File: src/rtl/seedsel_pkg.sv
package seedsel_pkg;

    typedef enum logic [1:0] {
        SRC_ENTROPY = 2'd0,
        SRC_TEST    = 2'd1,
        SRC_EXT     = 2'd2
    } seed_src_e;

endpackage

File: src/rtl/seedsel_word_bank.sv
module seedsel_word_bank #(
    parameter int WORD_W  = 32,
    parameter int N_WORDS = 12,
    parameter int ADDR_W  = 6,
    parameter int BASE    = 16
) (
    input  logic                      clk,
    input  logic                      rst_n,
    input  logic                      wr_en,
    input  logic [ADDR_W-1:0]         wr_addr,
    input  logic [WORD_W-1:0]         wr_data,
    output logic [N_WORDS*WORD_W-1:0] words_o
);
    localparam int BANK_W = N_WORDS * WORD_W;

    logic [N_WORDS-1:0] hit;
    logic [BANK_W-1:0]  words_d, words_q;

    for (genvar g = 0; g < N_WORDS; g++) begin : g_dec
        assign hit[g] = wr_en && (wr_addr == ADDR_W'(BASE + g));
    end

    always_comb begin
        words_d = words_q;
        for (int i = 0; i < N_WORDS; i++) begin
            if (hit[i]) begin
                words_d[i*WORD_W +: WORD_W] = wr_data;
            end
        end
    end

    always_ff @(posedge clk or negedge rst_n) begin
        if (!rst_n) begin
            words_q <= '0;
        end else begin
            words_q <= words_d;
        end
    end

    assign words_o = words_q;

    // the first word of the bank takes the written data
    a_r1_word0_write: assert property (@(posedge clk) disable iff (!rst_n)
        (wr_en && wr_addr == ADDR_W'(BASE)) |=> words_o[WORD_W-1:0] == $past(wr_data));

endmodule

File: src/rtl/seedsel_tshift.sv
module seedsel_tshift #(
    parameter int TSEED_W = 128
) (
    input  logic               clk,
    input  logic               rst_n,
    input  logic               shift_en,
    input  logic               bit_in,
    output logic [TSEED_W-1:0] tseed_o,
    output logic [TSEED_W-1:0] tseed_next_o
);
    localparam int HALF = TSEED_W / 2;

    logic [TSEED_W-1:0] tseed_d, tseed_q;

    always_comb begin
        tseed_d = tseed_q;
        if (shift_en) begin
            tseed_d = {tseed_q[TSEED_W-2:0], bit_in};
        end
    end

    always_ff @(posedge clk or negedge rst_n) begin
        if (!rst_n) begin
            tseed_q <= '0;
        end else begin
            tseed_q <= tseed_d;
        end
    end

    assign tseed_o      = tseed_q;
    assign tseed_next_o = tseed_d;

    // the serial bit lands at the LSB
    a_r4_lsb_in: assert property (@(posedge clk) disable iff (!rst_n)
        shift_en |=> tseed_q[0] == $past(bit_in));

    // the top bit of the lower half carries into the upper half
    a_r4_half_carry: assert property (@(posedge clk) disable iff (!rst_n)
        shift_en |=> tseed_q[HALF] == $past(tseed_q[HALF-1]));

    // without an accepted write, the test seed holds
    a_r5_hold: assert property (@(posedge clk) disable iff (!rst_n)
        !shift_en |=> $stable(tseed_q));

endmodule

File: src/rtl/seedsel_pick.sv
module seedsel_pick
    import seedsel_pkg::*;
#(
    parameter int SEED_W  = 384,
    parameter int TSEED_W = 128
) (
    input  logic               ext_sel,
    input  logic               test_sel,
    input  logic               pers_off,
    input  logic [SEED_W-1:0]  ext_seed,
    input  logic [TSEED_W-1:0] test_seed,
    input  logic [SEED_W-1:0]  entropy,
    input  logic [SEED_W-1:0]  pers_words,
    output logic [SEED_W-1:0]  seed_o,
    output logic [SEED_W-1:0]  pers_o
);
    seed_src_e          src;
    logic [SEED_W-1:0]  test_wide;

    if (TSEED_W < SEED_W) begin : g_zext
        assign test_wide = {{(SEED_W-TSEED_W){1'b0}}, test_seed};
    end else begin : g_trunc
        assign test_wide = test_seed[SEED_W-1:0];
    end

    always_comb begin
        if (ext_sel) begin
            src = SRC_EXT;
        end else if (test_sel) begin
            src = SRC_TEST;
        end else begin
            src = SRC_ENTROPY;
        end
        case (src)
            SRC_EXT:  seed_o = ext_seed;
            SRC_TEST: seed_o = test_wide;
            default:  seed_o = entropy;
        endcase
        pers_o = pers_off ? '0 : pers_words;
    end

endmodule

File: src/rtl/seedsel_core.sv
module seedsel_core #(
    parameter int WORD_W    = 32,
    parameter int N_WORDS   = 12,
    parameter int TSEED_W   = 128,
    parameter int ADDR_W    = 6,
    parameter int SEED_BASE = 16,
    parameter int PERS_BASE = 32,
    parameter int TBIT_ADDR = 5
) (
    input  logic                      clk,
    input  logic                      rst_n,
    input  logic                      wr_en,
    input  logic [ADDR_W-1:0]         wr_addr,
    input  logic [WORD_W-1:0]         wr_data,
    input  logic                      rd_en,
    input  logic [ADDR_W-1:0]         rd_addr,
    input  logic [WORD_W-1:0]         status_i,
    input  logic                      ctl_ext_seed,
    input  logic                      ctl_test_mode,
    input  logic                      ctl_pers_off,
    input  logic                      ctl_src_en,
    input  logic                      ctl_soft_rst,
    input  logic                      hold_rst,
    input  logic                      osc_en,
    input  logic                      reseed_req,
    input  logic [N_WORDS*WORD_W-1:0] entropy_i,
    output logic [N_WORDS*WORD_W-1:0] seed_o,
    output logic [N_WORDS*WORD_W-1:0] pers_o,
    output logic                      reseed_o,
    output logic                      regen_o,
    output logic                      rd_valid_o,
    output logic [WORD_W-1:0]         rd_data_o
);
    localparam int SEED_W   = N_WORDS * WORD_W;
    localparam int RANGE_LO = SEED_BASE;
    localparam int RANGE_HI = PERS_BASE + N_WORDS - 1;

    typedef struct packed {
        logic [SEED_W-1:0] seed;
        logic [SEED_W-1:0] pers;
        logic              reseed;
        logic              regen_arm;
        logic              regen;
        logic              rd_valid;
        logic [WORD_W-1:0] rd_data;
    } state_t;

    state_t st_d, st_q;

    logic               src_live;
    logic               tbit_accept;
    logic [SEED_W-1:0]  ext_words;
    logic [SEED_W-1:0]  pers_words;
    logic [TSEED_W-1:0] tseed_cur;
    logic [TSEED_W-1:0] tseed_next;
    logic [SEED_W-1:0]  pick_seed;
    logic [SEED_W-1:0]  pick_pers;
    logic               rd_in_window;

    assign src_live    = !hold_rst && !ctl_soft_rst && ctl_src_en && osc_en;
    assign tbit_accept = wr_en && (wr_addr == ADDR_W'(TBIT_ADDR))
                         && ctl_test_mode && src_live;

    seedsel_word_bank #(
        .WORD_W (WORD_W),
        .N_WORDS(N_WORDS),
        .ADDR_W (ADDR_W),
        .BASE   (SEED_BASE)
    ) u_seed_bank (
        .clk    (clk),
        .rst_n  (rst_n),
        .wr_en  (wr_en),
        .wr_addr(wr_addr),
        .wr_data(wr_data),
        .words_o(ext_words)
    );

    seedsel_word_bank #(
        .WORD_W (WORD_W),
        .N_WORDS(N_WORDS),
        .ADDR_W (ADDR_W),
        .BASE   (PERS_BASE)
    ) u_pers_bank (
        .clk    (clk),
        .rst_n  (rst_n),
        .wr_en  (wr_en),
        .wr_addr(wr_addr),
        .wr_data(wr_data),
        .words_o(pers_words)
    );

    seedsel_tshift #(
        .TSEED_W(TSEED_W)
    ) u_tshift (
        .clk         (clk),
        .rst_n       (rst_n),
        .shift_en    (tbit_accept),
        .bit_in      (wr_data[0]),
        .tseed_o     (tseed_cur),
        .tseed_next_o(tseed_next)
    );

    seedsel_pick #(
        .SEED_W (SEED_W),
        .TSEED_W(TSEED_W)
    ) u_pick (
        .ext_sel   (ctl_ext_seed),
        .test_sel  (ctl_test_mode),
        .pers_off  (ctl_pers_off),
        .ext_seed  (ext_words),
        .test_seed (tseed_next),
        .entropy   (entropy_i),
        .pers_words(pers_words),
        .seed_o    (pick_seed),
        .pers_o    (pick_pers)
    );

    assign rd_in_window = (rd_addr >= ADDR_W'(RANGE_LO)) && (rd_addr <= ADDR_W'(RANGE_HI));

    always_comb begin
        st_d           = st_q;
        st_d.reseed    = tbit_accept || reseed_req;
        st_d.regen_arm = tbit_accept;
        st_d.regen     = st_q.regen_arm;
        if (st_d.reseed) begin
            st_d.seed = pick_seed;
            st_d.pers = pick_pers;
        end
        st_d.rd_valid = rd_en;
        st_d.rd_data  = (rd_en && rd_in_window) ? status_i : '0;
    end

    always_ff @(posedge clk or negedge rst_n) begin
        if (!rst_n) begin
            st_q <= '0;
        end else begin
            st_q <= st_d;
        end
    end

    assign seed_o     = st_q.seed;
    assign pers_o     = st_q.pers;
    assign reseed_o   = st_q.reseed;
    assign regen_o    = st_q.regen;
    assign rd_valid_o = st_q.rd_valid;
    assign rd_data_o  = st_q.rd_data;

    // regeneration always directly follows a reseed
    a_r6_regen_follows: assert property (@(posedge clk) disable iff (!rst_n)
        regen_o |-> $past(reseed_o));

    // a reseed from a test write carries the new test seed when test mode wins
    a_r6_seed_fresh: assert property (@(posedge clk) disable iff (!rst_n)
        (tbit_accept && !ctl_ext_seed) |=> seed_o[TSEED_W-1:0] == tseed_cur);

    // outputs move only with a reseed strobe
    a_r8_seed_hold: assert property (@(posedge clk) disable iff (!rst_n)
        !reseed_o |-> ($stable(seed_o) && $stable(pers_o)));

    // a forced-off personalization captures zero
    a_r3_pers_zero: assert property (@(posedge clk) disable iff (!rst_n)
        (reseed_o && $past(ctl_pers_off)) |-> pers_o == '0);

    // read data appears exactly one cycle after a read
    a_r9_read_lat: assert property (@(posedge clk) disable iff (!rst_n)
        rd_valid_o |-> $past(rd_en));

    // a gated-off source never produces a strobe from a test write
    a_r5_gate: assert property (@(posedge clk) disable iff (!rst_n)
        (!src_live && !reseed_req) |=> !reseed_o);

endmodule

File: config.mk
export PLATFORM = sky130hd
export DESIGN_NAME = seedsel_core
export DESIGN_NICKNAME = d
export VERILOG_FILES = /design/src/rtl/seedsel_pkg.sv /design/src/rtl/seedsel_word_bank.sv /design/src/rtl/seedsel_tshift.sv /design/src/rtl/seedsel_pick.sv /design/src/rtl/seedsel_core.sv
export SDC_FILE = /design/constraint.sdc
export NUM_CORES = 2
export LEC_CHECK = 0
export BUFFER_PORTS_ARGS = -buffer_cell sky130_fd_sc_hd__buf_4
export CELL_PAD_IN_SITES_DETAIL_PLACEMENT = 1
export CELL_PAD_IN_SITES_GLOBAL_PLACEMENT = 2
export CORE_AREA = 2 2 501 503
export CTS_CLUSTER_DIAMETER = 60
export DETAILED_ROUTE_END_ITERATION = 16
export DIE_AREA = 0 0 503 505
export GPL_ROUTABILITY_DRIVEN = 0
export PLACE_DENSITY = 0.66
export SLEW_MARGIN = 5
export SYNTH_ARGS = -nofsm -noshare
export SYNTH_HDL_FRONTEND = slang
export SYNTH_SLANG_ARGS = --single-unit
export TNS_END_PERCENT = 20
File: constraint.sdc
create_clock -name clk -period 1.2 [get_ports clk]
set_clock_uncertainty 0.1 [all_clocks]
set_input_delay 0.18 -clock clk [delete_from_list [all_inputs] [get_ports clk]]
set_output_delay 0.18 -clock clk [all_outputs]
set_load 0.01 [all_outputs]
=== Word level (Yosys, flattened, before mapping) ===
Index checks and enable logic that the tools add are counted.

* RAM bits: 0
* Bits in latches: 0
* Output and inout port bits: 803
* Memory bits (read-only): 0
* Input port bits: 472
* Memories: 0
* Bits in registers: 1700
* Logic and storage cells: 102

* Eq/ne operators: 27
* Div/mod/pow operators: 0
* Bitwise logic cells: 0
* Add/subtract/negate cells: 0
* Multipliers: 0
* Multiplexer cells: 6
* Shifts and indexed selects: 0
* $lt $le $gt $ge: 2
* Reduce and logical (&&, ||, !) cells: 35

{| class="wikitable"
|+ Operator list
! cell !! count
|-
| 384-bit one-hot mux with 2 select lines || 1
|-
| 384-bit two-way mux || 1
|-
| 128-bit two-way mux || 1
|-
| 6-bit by 5-bit == test with 1-bit output (second input constant) || 12
|-
| 6-bit == test (second input constant) || 12
|-
| 1-bit logical AND || 32
|-
| 32-bit two-way mux || 1
|-
| 6-bit by 3-bit == test with 1-bit output (second input constant) || 1
|-
| 6-bit by 5-bit >= comparator with 1-bit output (second input constant) || 1
|-
| 6-bit less-or-equal comparator (second input constant) || 1
|-
| 2-bit by 1-bit == test with 1-bit output (second input constant) || 1
|-
| 2-bit == test (second input constant) || 1
|-
| 1-bit logical NOT || 2
|-
| 2-bit two-way mux || 1
|-
| 1-bit logical OR || 1
|-
| 1-bit two-way mux || 1
|}

=== Depth between registers and ports, before layout ===
* Depth after elaboration: 7
* Depth in mapped cells: 7
* Depth with buffers taken out: 3

=== Modules after synthesis ===
A second synthesis with hierarchy kept.

* Cell total of the unflattened synthesis: 4862
* Area, all modules: 73734.5 µm²

{| class="wikitable"
|+ By module, submodules not included
! module !! area an instance (µm²) !! cells each !! times used !! sequential area each (µm²)
|-
| seedsel_core || 31854.3 || 1706 || 1 || 20119.3
|-
| seedsel_word_bank || 14536.4 || 859 || 2 || 9609.2
|-
| seedsel_pick || 7985.2 || 1168 || 1 || 0.0
|-
| seedsel_tshift || 4822.1 || 270 || 1 || 3203.1
|}

=== Worst setup path after synthesis ===
Ideal clock, no wire load.

* Kind: in2reg
* From: input port wr_addr[1]
* To: register u_tshift.tseed_q[13] (netlist: u_tshift.tseed_o[13])
* Required time: 0.975 ns
* Setup time: 0.125 ns
* Setup slack: -0.662 ns
* Buffers on the path: 3
* Data arrival time: 1.637 ns
* Stages: 6
* Cells stage by stage: buf_2 -> nand4bb_1 -> nor3_1 -> buf_2 -> buf_2 -> mux2_2

* Cells in the longest elaborated chain, start to end: 5

{| class="wikitable"
|+ Ends and longest elaborated chain
! what !! line !! source
|-
| start: declaration || seedsel_core.sv:13 || <nowiki>input logic [ADDR_W-1:0] wr_addr,</nowiki>
|-
| 6-bit by 3-bit == test with 1-bit output || seedsel_core.sv:61 || <nowiki>assign tbit_accept = wr_en && (wr_addr == ADDR_W'(TBIT_ADDR))</nowiki>
|-
| 1-bit logical AND || seedsel_core.sv:61 ||
|-
| 1-bit logical AND (2 in a row) || seedsel_core.sv:62 || <nowiki>&& ctl_test_mode && src_live;</nowiki>
|-
| 128-bit two-way mux || seedsel_tshift.sv:17 || <nowiki>if (shift_en) begin</nowiki>
|-
| net tseed_next[13] || seedsel_core.sv:55 || <nowiki>logic [TSEED_W-1:0] tseed_next;</nowiki>
|-
| end signal: assignment || seedsel_tshift.sv:26 || <nowiki>tseed_q <= tseed_d;</nowiki>
|-
| end: declaration || seedsel_tshift.sv:13 || <nowiki>logic [TSEED_W-1:0] tseed_d, tseed_q;</nowiki>
|}

The timed path passes the listed nets, and every way through them passes these cells.
A chain may end at the register's enable or synchronous reset.

=== Final worst setup path ===
* From: register st_q (netlist bit seed_o[259])
* To: output port seed_o[259]

{| class="wikitable"
|+ RTL lines
! what !! line !! source
|-
| start: declaration || seedsel_core.sv:48 || <nowiki>state_t st_d, st_q;</nowiki>
|-
| start signal: assignment || seedsel_core.sv:137 || <nowiki>st_q <= st_d;</nowiki>
|-
| end: declaration || seedsel_core.sv:27 || <nowiki>output logic [N_WORDS*WORD_W-1:0] seed_o,</nowiki>
|}

No word-level cell between the ends.

==> metrics.txt <==
Hold WS -0.0314 ns; setup TNS -612.70 ns; worst min-delay path startpoint reseed_req; Vias/cell about 5.0; CTS Buffer Depth 3; pwr dens ~1500 nW/um2; Cell Chain, Critical Path buf_6; pin count of the biggest net entering global routing between 100 and 150; Worst R2R Path Depth 3; die area roughly 250000 um2; Min-Delay Endpoint seed_o[266]; cell with the most instances after synthesis dfrtp_1; initial DRC count about 3100; largest cells by area after synthesis dfrtp_1 56%, mux2_2 16%, mux2_1 7.0%; # rows approximately 180; Slew @ Worst Pin roughly 0.83 ns; Mapped Nets approximately 6200; clk_lat worst skew between 0.8 and 0.9 ns; crit path DAT about 1.5 ns; Slew headroom between 40% and 50%; crit-path leading delay family flip-flops; final count of pins violating max slew 0; Die Height a little over 500 um; multiplexer share of the synthesized area about 29%; Critical-path top delay cell dfrtp_2; I/O pins about 1300; fillcell total ~25000; Setup CP Type reg2out; initial antenna violation count 88; Worst-path clk slew 0.06 ns; area growth from synthesis to layout 45.6%; final hold viol count 34; R2R setup slack -0.02 ns; Tmin final about 1.8 ns; first-pass iteration count of the detailed router 7; top cell type's share of synthesized area between 50% and 60%; Num Clock Sinks 1700; Initial Util a little under a third; hold depth 6; period utilization 148%; vias in the first global route a little over 60000; Post-synth EDFFs 0; Buf/Inv on CP 1; Adder-Cell Fraction of Synth Area 0%; design area between 100000 and 150000 um2; vias around 56000; status finished with violations; critical path required time about 0.92 ns; Yosys reg bits 1700; final worst setup slack -0.582 ns; antenna-violating nets left 0; WL/cell around 30 um; DRC 0; Detailed Place HPWL approximately 240000 um; R2R Path Start u_tshift.tseed_o[89]; Max-cap violations 0; Syn. warnings 0; Commonest cells post-synth 1700 x dfrtp_1, 1060 x mux2_2, 513 x mux2i_1; XOR/XNOR Fraction of Synth Area 0%; Root Driver clkbuf_16; LEAKAGE approximately 0.053 uW; Crit. End Element output pin; top_reg_cell synth dfrtp_1; Synth Area in Compound Gates 3.17%; core area between 200000 and 250000 um2; grt ovf 0; port bufs about 1300; largest family of logic cells by synthesized area multiplexers; max incr delay on CP between 0.4 and 0.5 ns; unrepaired setup endpoints after global routing yes; register area share after synthesis 55.8%; Placed Cells around 10000; Finished Layout Cells about 11000; startpoint types flip-flop; GRT Util Overall between 20% and 30%; asr flop ratio synth between 90% and 100%; HP Class in2reg; instance count of the mapped netlist 5711; die width just over 500 um; htree depth 4; Fmax achieved ~560 MHz; Max VDD drop roughly 1200 uV; layout cells sized above 1 a little under half; CTS tree yes; first-pass GRT wire length ~470000 um; reg-to-reg endpoint seed_o[89]; Syn Area/Cell ~13 um2; fin nets around 8300; Routed Wire Length around 330000 um; violated checks hold timing, setup timing; count of final setup violators about 1900; area leader, netlist dfrtp_1; Synth Area in Simple Gates 7.65%; unique cell type count in the Yosys netlist 25; placed cell area 95300 um2; worst-path fanout max 2; Cell Area, Synth ~76000 um2; CTS Buf Count a little over 200
[cell families (layout without fill, tap and decap cells)]
group / Yosys count / after routing
multiplexers: 2049 / 2049
flip-flops: 1700 / 1700
AND/OR/NAND/NOR: 844 / 844
buffers and inverters: 732 / 3049
AO/OA/AOI/OAI: 386 / 386
other: 0 / 41
[worst max path at each step]
stage,startpoint,end,slack [ns],cells past startpoint
6_report,seed_o[259],seed_o[259],-0.58,1
5_1_grt,seed_o[264],seed_o[264],-0.64,2
4_1_cts,seed_o[256],seed_o[256],-0.68,2
3_5_place_dp,ctl_soft_rst,pers_o[224],-1.32,7
3_3_place_gp,ctl_soft_rst,pers_o[202],-1.33,7
2_1_floorplan,wr_addr[2],u_pers_bank.words_o[277],-0.57,6
[area by class of cell]
cell class | instances | area, um2 | share of cell area (%)
Timing Repair Buffer | 2416 | 24200 | 21.8
Multi-Input combinational cell | 3279 | 31600 | 28.5
Sequential cell | 1700 | 42700 | 38.5
Tap cell | 3330 | 4170 | 3.76
Clock inverter | 77 | 1090 | 0.985
Antenna cell | 41 | 103 | 0.0925
Clock buffer | 298 | 6040 | 5.45
Inverter | 258 | 968 | 0.873
[per-layer routing]
metal  vias up  global-route usage, %  part of all wire [%]  wire length, um
li1      24400                      -                     -                -
met1     29900                   32.8                    42           140000
met2      1646                   41.8                    48           160000
met3       495                   4.76                   5.2            17400
met4        14                   11.1                   4.6            15300
met5         -                      0                 0.031              102
[power breakdown]
part / total, uW / internal [uW] / switching, uW / leakage, uW
logic: 28400 / 15500 / 12900 / 0.0271
registers: 69000 / 63600 / 5340 / 0.0224
clock network: 65900 / 39300 / 26600 / 0.00349
total: 163000 / 118000 / 44900 / 0.0530
[state kept, by name (all words and copies together), names as in the netlist]
register	count
u_pers_bank.words_o	384
rd_data_o	32
rd_valid_o	1
seed_o	384
u_tshift.tseed_o	128
st_d	1
u_seed_bank.words_o	384
pers_o	384
reseed_o	1
regen_o	1
[placed cells by master (no fill, tap or decap), types with 3 or more instances in the layout]
master / Yosys / final
dlygate4sd3_1: 0 / 505
dfrtp_1: 1700 / 1548
diode_2: 0 / 41
nor2b_1: 387 / 387
mux2_2: 1060 / 1060
nand3_2: 0 / 8
mux2i_1: 513 / 512
clkinv_4: 0 / 5
o221ai_1: 128 / 128
mux2_1: 476 / 276
buf_4: 11 / 1169
a21oi_1: 257 / 257
bufinv_16: 0 / 20
clkbuf_8: 0 / 51
buf_12: 0 / 222
clkinv_16: 0 / 4
nand2b_1: 5 / 4
clkbuf_16: 0 / 211
dfrtp_2: 0 / 152
nor3b_1: 256 / 255
nand3b_1: 130 / 130
clkinv_2: 0 / 26
clkbuf_2: 0 / 3
clkinvlp_4: 0 / 9
mux2_4: 0 / 200
nor3_2: 0 / 10
inv_1: 258 / 258
and3b_1: 34 / 34
clkbuf_1: 296 / 40
nand4bb_4: 0 / 3
buf_8: 0 / 4
inv_6: 0 / 10
buf_6: 2 / 505
[repair_timing]
action | in CTS | in global routing
buffers inserted | 77 | 53
pin swaps | 0 | 2
hold buffers | 513 | 1
setup endpoints to repair | 1697 | 2680
gates resized for setup | 502 | 178
cloned | 0 | 4
hold endpoints to repair | 3134 | 45
[metrics by stage]
step                      setup slack [ns]  util, %  hold slack [ns]  total power [uW]
after floorplan                     -0.566        -           -0.216             78900
after global placement               -1.33     38.4          -0.0308             94000
after detailed placement             -1.32     38.4          -0.0318             94700
after CTS                           -0.681     44.2          -0.0970            164000
after global routing                -0.636     44.7          -0.0554            169000
final                               -0.582     44.7          -0.0314            163000
No activity file was read; power rests on OpenSTA's default activity.
